## src/rtl/rrs_pkg.sv

```systemverilog
package rrs_pkg;
    typedef enum logic [2:0] {
        ST_LOAD,
        ST_PICK,
        ST_RUN,
        ST_SAVE,
        ST_DONE
    } sched_state_e;
endpackage

```

## src/rtl/rrs_id_fifo.sv

```systemverilog
module rrs_id_fifo #(
    parameter int DEPTH = 4,
    parameter int ID_W  = 2
) (
    input  logic            clk,
    input  logic            rst_n,
    input  logic            push,
    input  logic [ID_W-1:0] push_id,
    input  logic            pop,
    output logic [ID_W-1:0] head_id,
    output logic            empty,
    output logic            full
);
    localparam int PTR_W = $clog2(DEPTH);
    localparam int CNT_W = $clog2(DEPTH + 1);
    localparam logic [PTR_W-1:0] LAST = PTR_W'(DEPTH - 1);
    localparam logic [CNT_W-1:0] FULL_CNT = CNT_W'(DEPTH);

    logic [ID_W-1:0]  slot_q [DEPTH];
    logic [PTR_W-1:0] rd_q, wr_q;
    logic [CNT_W-1:0] cnt_q;

    function automatic logic [PTR_W-1:0] step(input logic [PTR_W-1:0] p);
        return (p == LAST) ? '0 : p + PTR_W'(1);
    endfunction

    assign head_id = slot_q[rd_q];
    assign empty   = (cnt_q == '0);
    assign full    = (cnt_q == FULL_CNT);

    always_ff @(posedge clk or negedge rst_n) begin
        if (!rst_n) begin
            rd_q  <= '0;
            wr_q  <= '0;
            cnt_q <= '0;
            for (int k = 0; k < DEPTH; k++) slot_q[k] <= '0;
        end else begin
            if (push) begin
                slot_q[wr_q] <= push_id;
                wr_q         <= step(wr_q);
            end
            if (pop) rd_q <= step(rd_q);
            if (push && !pop)      cnt_q <= cnt_q + CNT_W'(1);
            else if (pop && !push) cnt_q <= cnt_q - CNT_W'(1);
        end
    end


    fifo_over_chk: assert property (@(posedge clk) disable iff (!rst_n)
        (push && full) |-> pop);

    fifo_under_chk: assert property (@(posedge clk) disable iff (!rst_n)
        pop |-> !empty);
endmodule

```

## src/rtl/rrs_ctx_bank.sv

```systemverilog
module rrs_ctx_bank #(
    parameter int NJOBS  = 4,
    parameter int ID_W   = 2,
    parameter int DATA_W = 32,
    parameter int ADDR_W = 16
) (
    input  logic              clk,
    input  logic              rst_n,
    input  logic              new_we,
    input  logic [ID_W-1:0]   new_id,
    input  logic [ADDR_W-1:0] new_base,
    input  logic [ADDR_W-1:0] new_limit,
    input  logic              sv_we,
    input  logic [ID_W-1:0]   sv_id,
    input  logic [DATA_W-1:0] sv_acc,
    input  logic [ADDR_W-1:0] sv_pc,
    input  logic [ID_W-1:0]   rd_id,
    output logic [DATA_W-1:0] rd_acc,
    output logic [ADDR_W-1:0] rd_pc,
    output logic [ADDR_W-1:0] rd_base,
    output logic [ADDR_W-1:0] rd_limit
);
    logic [DATA_W-1:0] acc_q  [NJOBS];
    logic [ADDR_W-1:0] pc_q   [NJOBS];
    logic [ADDR_W-1:0] base_q [NJOBS];
    logic [ADDR_W-1:0] lim_q  [NJOBS];

    for (genvar j = 0; j < NJOBS; j++) begin : g_slot
        localparam logic [ID_W-1:0] MY_ID = ID_W'(j);
        always_ff @(posedge clk or negedge rst_n) begin
            if (!rst_n) begin
                acc_q[j]  <= '0;
                pc_q[j]   <= '0;
                base_q[j] <= '0;
                lim_q[j]  <= '0;
            end else if (new_we && new_id == MY_ID) begin
                acc_q[j]  <= '0;
                pc_q[j]   <= '0;
                base_q[j] <= new_base;
                lim_q[j]  <= new_limit;
            end else if (sv_we && sv_id == MY_ID) begin
                acc_q[j]  <= sv_acc;
                pc_q[j]   <= sv_pc;
            end
        end


        slot_window_chk: assert property (@(posedge clk) disable iff (!rst_n)
            lim_q[j] >= base_q[j]);
    end

    assign rd_acc   = acc_q[rd_id];
    assign rd_pc    = pc_q[rd_id];
    assign rd_base  = base_q[rd_id];
    assign rd_limit = lim_q[rd_id];
endmodule

```

## src/rtl/rrs_quantum_ctr.sv

```systemverilog
module rrs_quantum_ctr #(
    parameter int QW = 16
) (
    input  logic          clk,
    input  logic          rst_n,
    input  logic          clear,
    input  logic          tick,
    input  logic [QW-1:0] quantum,
    output logic          expire
);
    logic [QW-1:0] cnt_q;
    logic [QW-1:0] q_eff;
    logic [QW:0]   cnt_nxt;

    assign q_eff   = (quantum == '0) ? QW'(1) : quantum;
    assign cnt_nxt = {1'b0, cnt_q} + (QW+1)'(1);
    assign expire  = tick && (cnt_nxt >= {1'b0, q_eff});

    always_ff @(posedge clk or negedge rst_n) begin
        if (!rst_n)               cnt_q <= '0;
        else if (clear || expire) cnt_q <= '0;
        else if (tick)            cnt_q <= cnt_nxt[QW-1:0];
    end
endmodule

```

## src/rtl/rr_job_sched.sv

```systemverilog
module rr_job_sched #(
    parameter int NJOBS     = 4,
    parameter int MEM_WORDS = 512,
    parameter int DATA_W    = 32,
    parameter int ADDR_W    = 16,
    parameter int QW        = 16,
    localparam int ID_W     = $clog2(NJOBS)
) (
    input  logic              clk,
    input  logic              rst_n,
    input  logic [QW-1:0]     quantum,
    input  logic              load_valid,
    input  logic [ADDR_W-1:0] load_len,
    output logic              load_ok,
    input  logic              start,
    input  logic              retire,
    input  logic              term,
    output logic              save_req,
    input  logic              save_ack,
    input  logic [DATA_W-1:0] save_acc,
    input  logic [ADDR_W-1:0] save_pc,
    output logic              ctx_valid,
    output logic [DATA_W-1:0] ctx_acc,
    output logic [ADDR_W-1:0] ctx_pc,
    output logic [ADDR_W-1:0] ctx_base,
    output logic [ADDR_W-1:0] ctx_limit,
    output logic              running,
    output logic [ID_W-1:0]   cur_job,
    output logic              all_done
);
    import rrs_pkg::*;

    localparam int CNT_W = $clog2(NJOBS + 1);
    localparam logic [CNT_W-1:0]  JOB_MAX = CNT_W'(NJOBS);
    localparam logic [ADDR_W:0]   MEM_END = (ADDR_W+1)'(MEM_WORDS);

    sched_state_e      state_q, state_d;
    logic [ID_W-1:0]   cur_q;
    logic [CNT_W-1:0]  jobs_q;
    logic [ADDR_W-1:0] free_q;
    logic              ok_q;

    logic [ADDR_W:0]   end_sum;
    logic              fits, load_acc;
    logic              q_push, q_pop, q_empty, q_full;
    logic [ID_W-1:0]   q_push_id, q_head;
    logic              tick, expire, sv_we;

    assign end_sum  = {1'b0, free_q} + {1'b0, load_len};
    assign fits     = (jobs_q < JOB_MAX) && (end_sum < MEM_END);
    assign load_acc = (state_q == ST_LOAD) && load_valid && !start && fits;
    assign sv_we    = (state_q == ST_SAVE) && save_ack;
    assign tick     = (state_q == ST_RUN) && retire && !term;

    assign q_push    = load_acc || sv_we;
    assign q_push_id = load_acc ? jobs_q[ID_W-1:0] : cur_q;
    assign q_pop     = (state_q == ST_PICK);

    rrs_id_fifo #(.DEPTH(NJOBS), .ID_W(ID_W)) i_queue (
        .clk(clk), .rst_n(rst_n),
        .push(q_push), .push_id(q_push_id), .pop(q_pop),
        .head_id(q_head), .empty(q_empty), .full(q_full)
    );

    rrs_ctx_bank #(.NJOBS(NJOBS), .ID_W(ID_W), .DATA_W(DATA_W), .ADDR_W(ADDR_W)) i_bank (
        .clk(clk), .rst_n(rst_n),
        .new_we(load_acc), .new_id(jobs_q[ID_W-1:0]),
        .new_base(free_q), .new_limit(end_sum[ADDR_W-1:0]),
        .sv_we(sv_we), .sv_id(cur_q), .sv_acc(save_acc), .sv_pc(save_pc),
        .rd_id(q_head),
        .rd_acc(ctx_acc), .rd_pc(ctx_pc), .rd_base(ctx_base), .rd_limit(ctx_limit)
    );

    rrs_quantum_ctr #(.QW(QW)) i_quant (
        .clk(clk), .rst_n(rst_n),
        .clear(q_pop), .tick(tick), .quantum(quantum), .expire(expire)
    );

    always_comb begin
        state_d = state_q;
        unique case (state_q)
            ST_LOAD: if (start) state_d = (jobs_q != '0) ? ST_PICK : ST_DONE;
            ST_PICK: state_d = ST_RUN;
            ST_RUN: begin
                if (term)        state_d = q_empty ? ST_DONE : ST_PICK;
                else if (expire) state_d = ST_SAVE;
            end
            ST_SAVE: if (save_ack) state_d = ST_PICK;
            ST_DONE: state_d = ST_DONE;
            default: state_d = ST_DONE;
        endcase
    end

    always_ff @(posedge clk or negedge rst_n) begin
        if (!rst_n) begin
            state_q <= ST_LOAD;
            cur_q   <= '0;
            jobs_q  <= '0;
            free_q  <= '0;
            ok_q    <= 1'b0;
        end else begin
            state_q <= state_d;
            ok_q    <= load_acc;
            if (load_acc) begin
                jobs_q <= jobs_q + CNT_W'(1);
                free_q <= end_sum[ADDR_W-1:0];
            end
            if (q_pop) cur_q <= q_head;
        end
    end

    always_comb begin
        load_ok   = ok_q;
        running   = (state_q == ST_RUN);
        save_req  = (state_q == ST_SAVE);
        ctx_valid = (state_q == ST_PICK);
        all_done  = (state_q == ST_DONE);
        cur_job   = cur_q;
    end


    reject_chk: assert property (@(posedge clk) disable iff (!rst_n)
        (state_q == ST_LOAD && load_valid && !start && end_sum >= MEM_END) |=> !load_ok);

    start_pick_chk: assert property (@(posedge clk) disable iff (!rst_n)
        (state_q == ST_LOAD && start && jobs_q != '0) |=> ctx_valid);

    pick_run_chk: assert property (@(posedge clk) disable iff (!rst_n)
        ctx_valid |=> running);

    save_hold_chk: assert property (@(posedge clk) disable iff (!rst_n)
        (save_req && !save_ack) |=> save_req);

    term_drop_chk: assert property (@(posedge clk) disable iff (!rst_n)
        (running && term) |=> (!running && !save_req));

    done_stick_chk: assert property (@(posedge clk) disable iff (!rst_n)
        all_done |=> all_done);

    q_zero_chk: assert property (@(posedge clk) disable iff (!rst_n)
        (running && retire && !term && quantum == '0) |=> save_req);
endmodule

```

## config.mk

```make
export PLATFORM = sky130hd
export DESIGN_NAME = rr_job_sched
export DESIGN_NICKNAME = d
export VERILOG_FILES = /design/src/rtl/rrs_pkg.sv /design/src/rtl/rrs_id_fifo.sv /design/src/rtl/rrs_ctx_bank.sv /design/src/rtl/rrs_quantum_ctr.sv /design/src/rtl/rr_job_sched.sv
export SDC_FILE = /design/constraint.sdc
export NUM_CORES = 1
export LEC_CHECK = 0
export BUFFER_PORTS_ARGS = -buffer_cell sky130_fd_sc_hd__buf_4
export CORE_AREA = 4 4 209 211
export DETAILED_ROUTE_END_ITERATION = 10
export DIE_AREA = 0 0 213 215
export GPL_TIMING_DRIVEN = 0
export SLEW_MARGIN = 10
export SYNTH_ARGS = -nofsm -noshare
export SYNTH_HDL_FRONTEND = slang
export SYNTH_HIERARCHICAL = 1
export SYNTH_SLANG_ARGS = --single-unit
```

## constraint.sdc

```tcl
create_clock -name clk -period 8 [get_ports clk]
set_input_delay 0.8 -clock clk [delete_from_list [all_inputs] [get_ports clk]]
set_output_delay 0.8 -clock clk [all_outputs]
set_load 0.05 [all_outputs]
```

### Yosys cells after proc, flatten, opt, wreduce, memory -nomap -nowiden

Index checks and enable logic that the tools add are counted.

| operators by class | value |
|---|---|
| $add $sub $neg | 7 |
| $mul | 0 |
| equality and inequality tests | 15 |
| bitwise operators | 3 |
| div/mod/pow operators | 0 |
| muxes and demuxes | 49 |
| shifts and indexed selects | 0 |
| $lt $le $gt $ge | 7 |
| reductions and logical operators | 38 |

Operator list:

| kind | count |
|---|---|
| 2-to-1 mux 32 bit | 10 |
| 2-to-1 mux 16 bit | 17 |
| binary-select mux 16 bit (select 2 bit) | 3 |
| binary-select mux 32 bit (select 2 bit) | 1 |
| 2-to-1 mux 3 bit | 8 |
| logical AND 1 bit | 19 |
| adder 16 x 1 -> 17 bit (second input constant) | 1 |
| adder 16 x 16 -> 17 bit | 1 |
| greater-or-equal comparator 17 x 16 -> 1 bit | 1 |
| less-than comparator 17 x 10 -> 1 bit (second input constant) | 1 |
| zero test 16 bit | 1 |
| equality test 2 bit (second input constant) | 6 |
| 2-to-1 mux 2 bit | 6 |
| one-hot mux 3 bit (4 select lines) | 1 |
| nonzero test 2 bit | 6 |
| greater-or-equal comparator 3 bit (second input constant) | 3 |
| NOT 2 -> 3 bit | 3 |
| bitwise mux 8 bit | 1 |
| adder 3 x 1 -> 3 bit (second input constant) | 2 |
| equality test 3 x 2 -> 1 bit (second input constant) | 2 |
| zero test 3 bit | 2 |
| adder 2 x 1 -> 2 bit (second input constant) | 2 |
| binary-select mux 2 bit (select 2 bit) | 1 |
| demux 2 bit (select 2 bit) | 1 |
| 14 further kinds | 20 |

| storage, ports and cells | value |
|---|---|
| memories | 0 |
| RAM bits | 0 |
| bits in read-only memories | 0 |
| word-level logic and storage cells | 148 |
| output and inout port bits | 87 |
| register bits | 376 |
| latch bits | 0 |

### Longest topological paths before layout

Gate-level depths: netlist of the first run.

| depth | value |
|---|---|
| depth in word-level cells | 9 |
| gate-level depth with buffers | 17 |

### By module

Netlist of the first run, hierarchy kept.

Modules (own cells, without submodules):

| module | area each (µm²) | instances | cells each | seq. area each (µm²) |
|---|---|---|---|---|
| rrs_ctx_bank | 14305.0 | 1 | 1209 | 8007.7 |
| rr_job_sched | 2031.9 | 1 | 216 | 625.6 |
| rrs_quantum_ctr | 1519.0 | 1 | 185 | 400.4 |
| rrs_id_fifo | 744.5 | 1 | 55 | 375.4 |

### Least setup slack after synthesis of the first run

OpenSTA, ideal clock, no wires.

| timing | value |
|---|---|
| path kind | input to register |
| start point | in load_len[0] |
| end point | reg i_queue.cnt_q[2] |
| setup time | 0.079 ns |
| setup slack | 3.811 ns |
| path buffers | 1 |
| data arrival time | 4.109 ns |
| stages | 17 |
| cell sequence | ha_1 -> inv_1 -> fa_1 -> nor2b_1 -> o2111ai_1 -> a211oi_1 -> o31a_1 -> o221ai_2 -> a2111oi_4 -> buf_4 -> or2_2 -> ha_1 -> inv_1 -> fa_1 -> xor2_1 -> nor2_1 -> xor2_1 |

| on the way | value |
|---|---|
| word-level cells in the longest chain between the ends | 8 |

RTL lines:

| what | RTL line | RTL |
|---|---|---|
| from (decl) | rr_job_sched.sv:13 | `input logic [ADDR_W-1:0] load_len,` |
| adder 16 x 16 -> 17 bit (*) | rr_job_sched.sv:49 | `assign end_sum = {1'b0, free_q} + {1'b0, load_len};` |
| less-than comparator 17 x 10 -> 1 bit (*) | rr_job_sched.sv:50 | `assign fits = (jobs_q < JOB_MAX) && (end_sum < MEM_END);` |
| logical AND 1 bit (*) | rr_job_sched.sv:50 |  |
| logical AND 1 bit (*) | rr_job_sched.sv:51 | `assign load_acc = (state_q == ST_LOAD) && load_valid && !start && fits;` |
| logical OR 1 bit (*) | rr_job_sched.sv:55 | `assign q_push = load_acc \|\| sv_we;` |
| via q_push | rr_job_sched.sv:45 | `logic q_push, q_pop, q_empty, q_full;` |
| zero test 1 bit | rrs_id_fifo.sv:44 | `else if (pop && !push) cnt_q <= cnt_q - CNT_W'(1);` |
| logical AND 1 bit | rrs_id_fifo.sv:44 |  |
| nonzero test 2 bit (no line) | n/a |  |
| to (signal assigned) | rrs_id_fifo.sv:43 | `if (push && !pop) cnt_q <= cnt_q + CNT_W'(1);` |
| to (signal assigned) | rrs_id_fifo.sv:44 |  |
| to (decl) | rrs_id_fifo.sv:21 | `logic [CNT_W-1:0] cnt_q;` |

Mark *: on every way through the listed nets, which the timed path passes. The rest lies on a longest branch.
A chain may end at the register's enable or synchronous reset.

### Final worst setup path of the first run

| timing | value |
|---|---|
| start point | reg free_q[0] |
| end point | reg i_bank/acc_q[124] (netlist bit) |

| on the way | value |
|---|---|
| word-level cells in the longest chain between the ends | 6 |

RTL lines:

| what | RTL line | RTL |
|---|---|---|
| from (decl) | rr_job_sched.sv:40 | `logic [ADDR_W-1:0] free_q;` |
| from (signal assigned) | rr_job_sched.sv:106 | `free_q <= end_sum[ADDR_W-1:0];` |
| adder 16 x 16 -> 17 bit (*) | rr_job_sched.sv:49 |  |
| less-than comparator 17 x 10 -> 1 bit (*) | rr_job_sched.sv:50 |  |
| logical AND 1 bit (*) | rr_job_sched.sv:50 |  |
| logical AND 1 bit (*) | rr_job_sched.sv:51 |  |
| via load_acc | rr_job_sched.sv:44 | `logic fits, load_acc;` |
| logical AND 1 bit (*) | rrs_ctx_bank.sv:36 | `end else if (new_we && new_id == MY_ID) begin` |
| 2-to-1 mux 32 bit / nonzero test 2 bit (equally long branches) | n/a |  |
| to (signal, indexed assignment) | rrs_ctx_bank.sv:42 | `acc_q[j] <= sv_acc;` |
| to (decl) | rrs_ctx_bank.sv:23 | `logic [DATA_W-1:0] acc_q [NJOBS];` |

Marked as above.

==> results.ini, run 1 <==
[clocking]
hold_buffers=0
htree_levels=2
cts_sinks=376
cts_tree=yes
cts_buffers=43
clockBufferDepth=3
path_clk_slew_ps=60
post_cts_resized=0
cts-root-buf=clkbuf_16
clock_latency_ps=570
post_cts_buffers=0

[timing]
setup_slack_ps=3350
worstMarginPinSlew_ps=1210
setup_viol=0
fin_skew_ps=23.1
max_slew_margin=0.191
rsz0062_at_grt=false
post-route-period-util=0.581
holdWs_ps=98.4
period_minus_slack_ps=4650
max_freq_ghz=0.215
tns_ps=0
finalHoldViolations=0
finalMaxSlewViolations=0

[drt]
wl_per_cell_um=20.1
vias=13500
via_per_inst=5.49
routed_wl_um=49300
drt-pass1-iter-count=5
ant_nets=0
drc_errors=0
drtIter0Drc=857

[power_and_ir_drop]
clock_power_share=0.501
peakVddDrop_uv=165
p_int_mw=3.20
p_switching_mw=0.891
switching_share=0.218
combPwrFrac=0.033
pwr-share-seq=0.465
power_density_nw_per_um2=184
power_leakage_nw=10.3
finalPower_mw=4.09

[cells_and_area]
fin_util=0.531
final_area_um2=22200
final_nets=2016
antenna_cells=0
layout.cells.non_filler=2458
areaGrowthSynthToFinish_pct=19.2
drive_gt1_frac=0.287

[yosys]
yosysWarnings=6
avgSynthCellArea_um2=11.2
postSynthCellCount=1664
syn_area_um2=18600
synthesis.nets=1794

[floorplanning]
core_um2=41800
die_h_um=215
start_util=0.445
die_w_um=213
die_area_um2=45800
io_pins=174
fp-row-count=75

[setup_path]
crit_required_ps=8430
start_kind=flop
critPathKind=flop to flop
end_kind=flop
cp.arrival_ps=5080
path_max_fanout=10

[run]
maxCapViolations=0

[global_routing]
grt_util_all_layers=0.216
grt_max_degree=98
gr-total-overflow=0
grt_pass1_wl_um=78700
grt_pass1_vias=14000
antenna_found_initial=2

[placed_design]
dp_hpwl_um=34900
dp_slack_ps=2960
globalplace.congestion=0.860
io_buffers=173
postPlaceCellArea_um2=20700
dp_cells=2380

[hold_path]
hp-class=input port to async pin

[outcome]
status=finished clean

-- critical path: stages (launching register included) --
cell and delay, ps:
dfrtp_1 440, ha_1 230, inv_1 60, fa_1 400, nor2b_1 230, o2111ai_1 170, a211oi_1 440, o31a_1 230
o221ai_2 150, nor4_1 850, nor3b_4 580, buf_2 360, buf_2 300, a21oi_1 70
-- routing by layer --
metal	vias up	share of wire	global-route usage	wire length, µm
met5	-	0.00047	0	23
met4	4	0.020	0.0543	1010
met3	66	0.051	0.0338	2520
met2	349	0.49	0.360	24200
met1	6813	0.44	0.298	21500
li1	6268	-	-	-
-- placed cells by master, fill, tap and decap left out, types with 7 or more instances in the layout --
master	instances
a21o_1	11
a21oi_1	220
a31oi_1	8
and2_1	8
buf_2	39
buf_4	197
buf_6	10
clkbuf_1	37
clkbuf_16	43
clkbuf_8	14
dfrtp_1	376
ha_1	41
inv_1	35
mux2_1	20
mux2_2	132
mux4_2	80
nand2_1	406
nand2b_1	14
nand3_1	24
nor2_1	20
nor2b_1	14
nor3_1	12
nor4_1	7
o21ai_0	10
xnor2_1	18
xor2_1	7
-- power groups by stage --
stage | clock, mW | sequential [mW] | combinational, mW
detailed placement | 0 | 1.94 | 0.139
global route | 2.19 | 1.90 | 0.152
floorplan | 0 | 1.94 | 0.0304
finish | 2.05 | 1.90 | 0.136
CTS | 2.10 | 1.90 | 0.139
global placement | 0 | 1.94 | 0.129
-- flip-flops by register name (all words and copies together) (netlist names), 3 cells and up --
register / count
i_bank/base_q: 64
free_q: 16
i_bank/acc_q: 128
i_bank/pc_q: 64
jobs_q: 3
i_queue/slot_q: 8
i_queue/cnt_q: 3
i_bank/lim_q: 64
i_quant/cnt_q: 16
state_q: 3
-- path summary, 6_finish.rpt --
check                                              from                       endpoint  slack, ps  cells after the start
max in group asynchronous                         rst_n   i_bank/acc_q[76]$_DFFE_PN0P_       6430                      4
setup reg to reg                  free_q[0]$_DFFE_PN0P_  i_bank/acc_q[124]$_DFFE_PN0P_       3350                     13
setup / recovery                  free_q[0]$_DFFE_PN0P_  i_bank/acc_q[124]$_DFFE_PN0P_       3350                     13
hold reg to reg            i_queue/cnt_q[2]$_DFFE_PN0P_   i_queue/cnt_q[2]$_DFFE_PN0P_        470                      1
hold / removal                                    rst_n    i_bank/pc_q[57]$_DFFE_PN0P_        100                      1
min in group clk           i_queue/cnt_q[2]$_DFFE_PN0P_   i_queue/cnt_q[2]$_DFFE_PN0P_        470                      1
-- area by class of cell --
| type | count | area, µm² |
|---|---|---|
| tap | 539 | 674 |
| clock inverter | 15 | 191 |
| buffer | 110 | 632 |
| inverter | 35 | 131 |
| fill | 3642 | 19600 |
| timing repair buffer | 177 | 1420 |
| clock buffer | 63 | 1290 |
| sequential | 376 | 9410 |
| multi-input combinational | 1143 | 8420 |
Power figures use the tool's default switching activity.
==> run 2, diff against run 1 <==
clock period = 4.52 ns   (was 8 ns; I/O delays follow)
==> run 2 against run 1 <==
  * Critical path depth grew 2
  * Global-route usage unchanged
  * Final cell count hardly changed
  * Count of clock-buffer cells in the layout is the same
  * Sequential power grew 77%
  * Sequential cell count stayed put
  * Worst hold slack better by 40 ps
  * Routed wire length about the same
  * Highest routed layer unchanged
  * Critical path type unchanged
  * Die area unchanged
==> results.ini, run 2 (same netlist as run 1, synthesis figures left out) <==
[clocking]
cts_buffers=43  ; unchanged
htree_levels=2  ; unchanged
cts-root-buf=clkbuf_16
cts_sinks=376  ; unchanged
path_clk_slew_ps=60  ; about the same
cts_tree=yes
clockBufferDepth=3  ; unchanged
clock_latency_ps=570  ; about the same

[timing]
finalMaxSlewViolations=0  ; unchanged
setup_viol=0  ; unchanged
setup_slack_ps=348  ; -3000 ps
period_minus_slack_ps=4170  ; -478 ps
fin_skew_ps=23.4  ; +0.341 ps
worstMarginPinSlew_ps=1240  ; +28.5 ps
post-route-period-util=0.923  ; +0.342
max_slew_margin=0.172  ; -0.0191
finalHoldViolations=0  ; unchanged
rsz0062_at_grt=false
max_freq_ghz=0.240  ; +11%

[setup_path]
slowest_stage=nor4_1
ff2ff_setup_slack_ps=350  ; -3000 ps
slowest_delay_ps=470  ; -380 ps
cp_cell_sequence=ha_1, a21o_1, a221oi_1, a21oi_1, nor4_1, o221ai_2, a2111oi_4, buf_4, or2_2, ha_1, inv_1, fa_1, xor2_1, nor2_1, xor2_1
start_kind=flop
crit_start=free_q[10]$_DFFE_PN0P_
crit_required_ps=5010  ; -3420 ps
rr_startpoint=free_q[10]$_DFFE_PN0P_
path_max_fanout=10  ; unchanged
cp.arrival_ps=4660  ; -420 ps
critPathKind=flop to flop
end_kind=flop

[floorplanning]
die_w_um=213  ; unchanged
core_um2=41800  ; unchanged
io_pins=174  ; unchanged
die_h_um=215  ; unchanged
die_area_um2=45800  ; unchanged
fp-row-count=75  ; unchanged
start_util=0.445  ; unchanged

[cells_and_area]
mostFrequentLayoutCells=406 x nand2_1, 376 x dfrtp_1, 220 x a21oi_1
seq_area_um2=9410  ; unchanged
antenna_cells=0  ; unchanged
max_flop_register=i_bank/acc_q
fillers=3642  ; unchanged
fin_util=0.532  ; +0.00117
layout.cells.non_filler=2460  ; +0.081%
final_nets=2018  ; +0.099%
drive_gt1_frac=0.289  ; +0.00230
final_common_cell=nand2_1
areaGrowthSynthToFinish_pct=19.5
largest_reg_flops=128  ; unchanged
multiInputGateArea_um2=8450  ; +0.37%
final_area_um2=22200  ; +0.22%

[global_routing]
gr-total-overflow=0  ; unchanged
grt_util_all_layers=0.216  ; unchanged
grt_pass1_vias=14000  ; unchanged
antenna_found_initial=2  ; unchanged
grt_max_degree=98  ; unchanged
grt_pass1_wl_um=78700  ; unchanged

[drt]
wl_per_cell_um=20.0  ; -0.17%
drc_errors=0  ; unchanged
routed.top_layer=met5
routed_wl_um=49300  ; about the same
vias=13500  ; +0.037%
drtIter0Drc=864  ; +0.82%
ant_nets=0  ; unchanged
via_per_inst=5.49  ; about the same
wl_met3_um=2410  ; -4.4%
drt-pass1-iter-count=6  ; +1
met2WireLength_um=24200  ; -0.11%
wl_met1_um=21600  ; +0.38%

[run]
maxCapViolations=0  ; unchanged

[placed_design]
dp_hpwl_um=34900  ; unchanged
globalplace.congestion=0.860  ; unchanged
dp_slack_ps=-173  ; -3130 ps
postPlaceCellArea_um2=20700  ; unchanged
io_buffers=173  ; unchanged
dp_cells=2380  ; unchanged

[power_and_ir_drop]
power_leakage_nw=10.4  ; +0.17%
peakVddDrop_uv=292  ; +77%
power_density_nw_per_um2=326  ; +77%

[hold_path]
hp-class=input port to flop
min_from=save_acc[20]

[outcome]
status=finished clean

-- run 2: worst paths after layout --
kind                                                     end  cells past startpoint
worst max-delay path            i_queue/cnt_q[2]$_DFFE_PN0P_                     15
worst min-delay path            i_bank/acc_q[84]$_DFFE_PN0P_                      3
worst max register to register  i_queue/cnt_q[2]$_DFFE_PN0P_                     15
worst min register to register  i_queue/cnt_q[2]$_DFFE_PN0P_                      1
max in group asynchronous       i_bank/acc_q[77]$_DFFE_PN0P_                      5
min in group asynchronous        i_bank/pc_q[57]$_DFFE_PN0P_                      2
-- run 2: worst max-delay path, delay by kind of cell, from the launching register on --
family,cells,cell delay (ps)
buf+inv,2,340
simple gates,3,810
xor+xnor,2,310
compound gates,5,1210
fa+ha+maj,3,980
flops,1,440
-- run 2: per-stage QoR --
step / hold slack, ps / power, mW / TNS (ps)
global placement: 462 / 3.66 / -264170
floorplan: 156 / 3.48 / 0
global route: 129 / 7.51 / 0
CTS: 111 / 7.34 / 0
finish: 138 / 7.24 / 0
detailed placement: 338 / 3.67 / -9270
-- run 2: routing by layer --
| layer | GRT usage | vias to the layer above |
|---|---|---|
| li1 | - | 6269 |
| met1 | 0.298 | 6822 |
| met5 | 0 | - |
| met3 | 0.0338 | 69 |
| met4 | 0.0543 | 4 |
| met2 | 0.360 | 341 |
-- run 2: layout make-up --
| cell class | count | share of cell area |
|---|---|---|
| timing repair buffer | 179 | 0.0645 |
| clock buffer | 63 | 0.0581 |
| inverter | 35 | 0.00591 |
| buffer | 110 | 0.0284 |
| clock inverter | 15 | 0.00862 |
| multi-input combinational | 1143 | 0.380 |
| tap | 539 | 0.0304 |
| sequential | 376 | 0.424 |
-- run 2: power breakdown --
part           internal, mW  leakage [nW]  switching (mW)
sequential             3.37          5.21        0.000276
clock                  2.21         0.732            1.42
combinational        0.0860          4.42           0.157
-- run 2: repair_timing --
item	in CTS	in global routing
pin swaps	0	1
endpoints found under the setup margin	93	55
resized for setup	1	4
endpoints found under the hold margin	31	0
hold buffers	1	0
setup buffers	0	1
==> run 3, diff against run 2 <==
BUFFER_PORTS_ARGS = -buffer_cell sky130_fd_sc_hd__buf_2   (was -buffer_cell sky130_fd_sc_hd__buf_4)
PLACE_DENSITY = 0.61   (was default)
==> run 3 against run 2 <==
  * Clock power down 4%
  * Count of clock-buffer cells in the layout grew 6
  * Sequential cell count stayed put
  * Total power down 2.4%
  * Fmax shrank 1.3%
  * First-iteration DRC count down 11%
  * Cell area fell by 2.4%
  * Setup slack lost 55 ps
  * Largest power group unchanged
  * Final cell count is essentially flat
  * Via count is 0.64% higher
  * Die area did not move
  * Utilization down 1.3 points
==> results.ini, run 3 (same netlist as run 1, synthesis figures left out) <==
[outcome]
status=finished clean

[cells_and_area]
max_flop_register=i_bank/acc_q
drive_gt1_frac=0.283  ; -0.00618
largest_reg_flops=128  ; unchanged
layout.cells.non_filler=2458  ; -0.081%
final_common_cell=nand2_1
fillers=3679  ; +1.0%
mostFrequentLayoutCells=406 x nand2_1, 376 x dfrtp_1, 219 x a21oi_1
final_nets=2017  ; -0.050%
areaGrowthSynthToFinish_pct=16.6

[global_routing]
gr-max-usage-layer=met2
grt_pass1_vias=14100  ; +0.81%
globalRouteMet3Util=0.0429  ; +0.00904
antenna_found_initial=4  ; +2
grt_use_met1=0.295  ; -0.00238
met2_usage=0.361  ; +0.00127
gr-total-overflow=0  ; unchanged
grt_pass1_wl_um=78900  ; +0.27%
grt_max_degree=111  ; +13%
grt_util_all_layers=0.218  ; +0.00198

[setup_path]
path_max_fanout=10  ; unchanged
critPathKind=flop to flop
ff2ff_setup_slack_ps=290  ; -60 ps
cp.arrival_ps=4690  ; +30 ps
rr_startpoint=free_q[0]$_DFFE_PN0P_
r2r_end=i_queue/cnt_q[2]$_DFFE_PN0P_
start_kind=flop
crit_required_ps=4990  ; -20 ps
crit_start=free_q[0]$_DFFE_PN0P_
r2r_cells=17  ; +2
end_kind=flop

[drt]
drt-pass1-iter-count=5  ; -1
routed_wl_um=49900  ; +1.3%
drtIter0Drc=766  ; -11%
vias=13600  ; +0.64%
wl_per_cell_um=20.3  ; +1.4%
via_per_inst=5.53  ; +0.72%
ant_nets=0  ; unchanged
drc_errors=0  ; unchanged

[floorplanning]
die_w_um=213  ; unchanged
start_util=0.445  ; unchanged
die_h_um=215  ; unchanged
io_pins=174  ; unchanged
fp-row-count=75  ; unchanged
core_um2=41800  ; unchanged
die_area_um2=45800  ; unchanged

[timing]
rsz0062_at_grt=false
finalHoldViolations=0  ; unchanged
fin_skew_ps=22.9  ; -0.454 ps
max_slew_margin=0.476  ; +0.304
post-route-period-util=0.935  ; +0.0123
finalMaxSlewViolations=0  ; unchanged
holdWs_ps=154  ; +16.0 ps
worstMarginPinSlew_ps=787  ; -453 ps
max_freq_ghz=0.237  ; -1.3%
period_minus_slack_ps=4230  ; +55.4 ps
setup_viol=0  ; unchanged

[clocking]
clockBufferDepth=3  ; unchanged
htree_levels=2  ; unchanged
clock_latency_ps=560  ; about the same
cts_tree=yes
cts_sinks=376  ; unchanged
path_clk_slew_ps=60  ; about the same
cts-root-buf=clkbuf_16
cts_buffers=43  ; unchanged

[hold_path]
whs_path_depth=3  ; unchanged
min_to=i_bank/acc_q[96]$_DFFE_PN0P_
hp-class=input port to flop
min_from=save_acc[0]

[placed_design]
globalplace.congestion=0.854  ; -0.71%
io_buffers=173  ; unchanged
dp_hpwl_um=34800  ; -0.23%
dp_cells=2379  ; -0.042%

[power_and_ir_drop]
power_leakage_nw=10.2  ; -1.2%
power_density_nw_per_um2=326  ; about the same
peakVddDrop_uv=310  ; +6.3%

[run]
maxCapViolations=0  ; unchanged

[run 3: cell types whose count changed in the layout (fill, tap and decap cells not counted), sizes merged]
cell / delta
buf: -1
bufinv: -1
clkbuf: +6
clkinv: -3
clkinvlp: -2
diode: +2
inv: -3
[run 3: timing repair]
action | in CTS | in global routing
gates cloned | 0 | 0
endpoints found under the setup margin | 6 | 2
hold endpoints to repair | 59 | 0
pin swaps | 0 | 1
resized for setup | 2 | 2
buffers inserted | 0 | 1
hold buffers | 1 | 0
[run 3: final cells by class]
cell class / instances / area, µm² / area share
antenna: 2 / 5.00 / 0.000231
multi-input combinational: 1143 / 8450 / 0.390
clock inverter: 6 / 105 / 0.00485
inverter: 35 / 131 / 0.00606
timing repair buffer: 178 / 976 / 0.0450
buffer: 110 / 632 / 0.0292
tap: 539 / 674 / 0.0311
clock buffer: 69 / 1300 / 0.0598
sequential: 376 / 9410 / 0.434
[run 3: per-layer routing]
metal | up-vias | routed length [µm]
li1 | 6289 | -
met1 | 6873 | 21400
met2 | 341 | 24600
met3 | 84 | 2710
met4 | 4 | 1180
met5 | - | 24
[run 3: worst max-delay path, stage by stage, from the launching register on]
cell and delay, ps:
dfrtp_1 430, ha_1 230, inv_1 60, fa_1 400, nor2b_1 230, o2111ai_1 190
a211oi_2 320, o31a_1 210, o221ai_2 150, a2111oi_4 310, buf_4 260, or2_2 220
ha_1 210, inv_1 60, fa_1 380, xor2_1 170, nor2_1 110, xor2_1 180
[run 3: worst max-delay path by stage]
stage                                    end  slack, ps
4_1_cts         i_queue/cnt_q[2]$_DFFE_PN0P_        100
5_1_grt         i_queue/cnt_q[2]$_DFFE_PN0P_         40
3_5_place_dp   i_bank/acc_q[126]$_DFFE_PN0P_        -90
6_report        i_queue/cnt_q[2]$_DFFE_PN0P_        290
3_3_place_gp    i_bank/base_q[3]$_DFFE_PN0P_      -4400
2_1_floorplan   i_queue/cnt_q[2]$_DFFE_PN0P_        680
[run 3: per-stage QoR]
| step | cell area [µm²] | TNS (ps) | worst slack, ps | utilization | total power [mW] |
|---|---|---|---|---|---|
| after floorplan | 18600 | 0 | 679 | - | 3.48 |
| after global placement | 20100 | -1632480 | -4400 | 0.482 | 3.64 |
| after detailed placement | 20200 | -2100 | -87.5 | 0.484 | 3.65 |
| after CTS | 21600 | 0 | 102 | 0.518 | 7.17 |
| after global routing | 21700 | 0 | 37.1 | 0.519 | 7.34 |
| final | 21700 | 0 | 293 | 0.519 | 7.07 |
[run 3: power breakdown]
group	leakage [nW]	switching, mW	total, mW	internal [mW]
sequential	5.21	0.000278	3.37	3.37
combinational	4.34	0.156	0.218	0.0619
clock	0.685	1.36	3.48	2.12
total	10.2	1.52	7.07	5.55
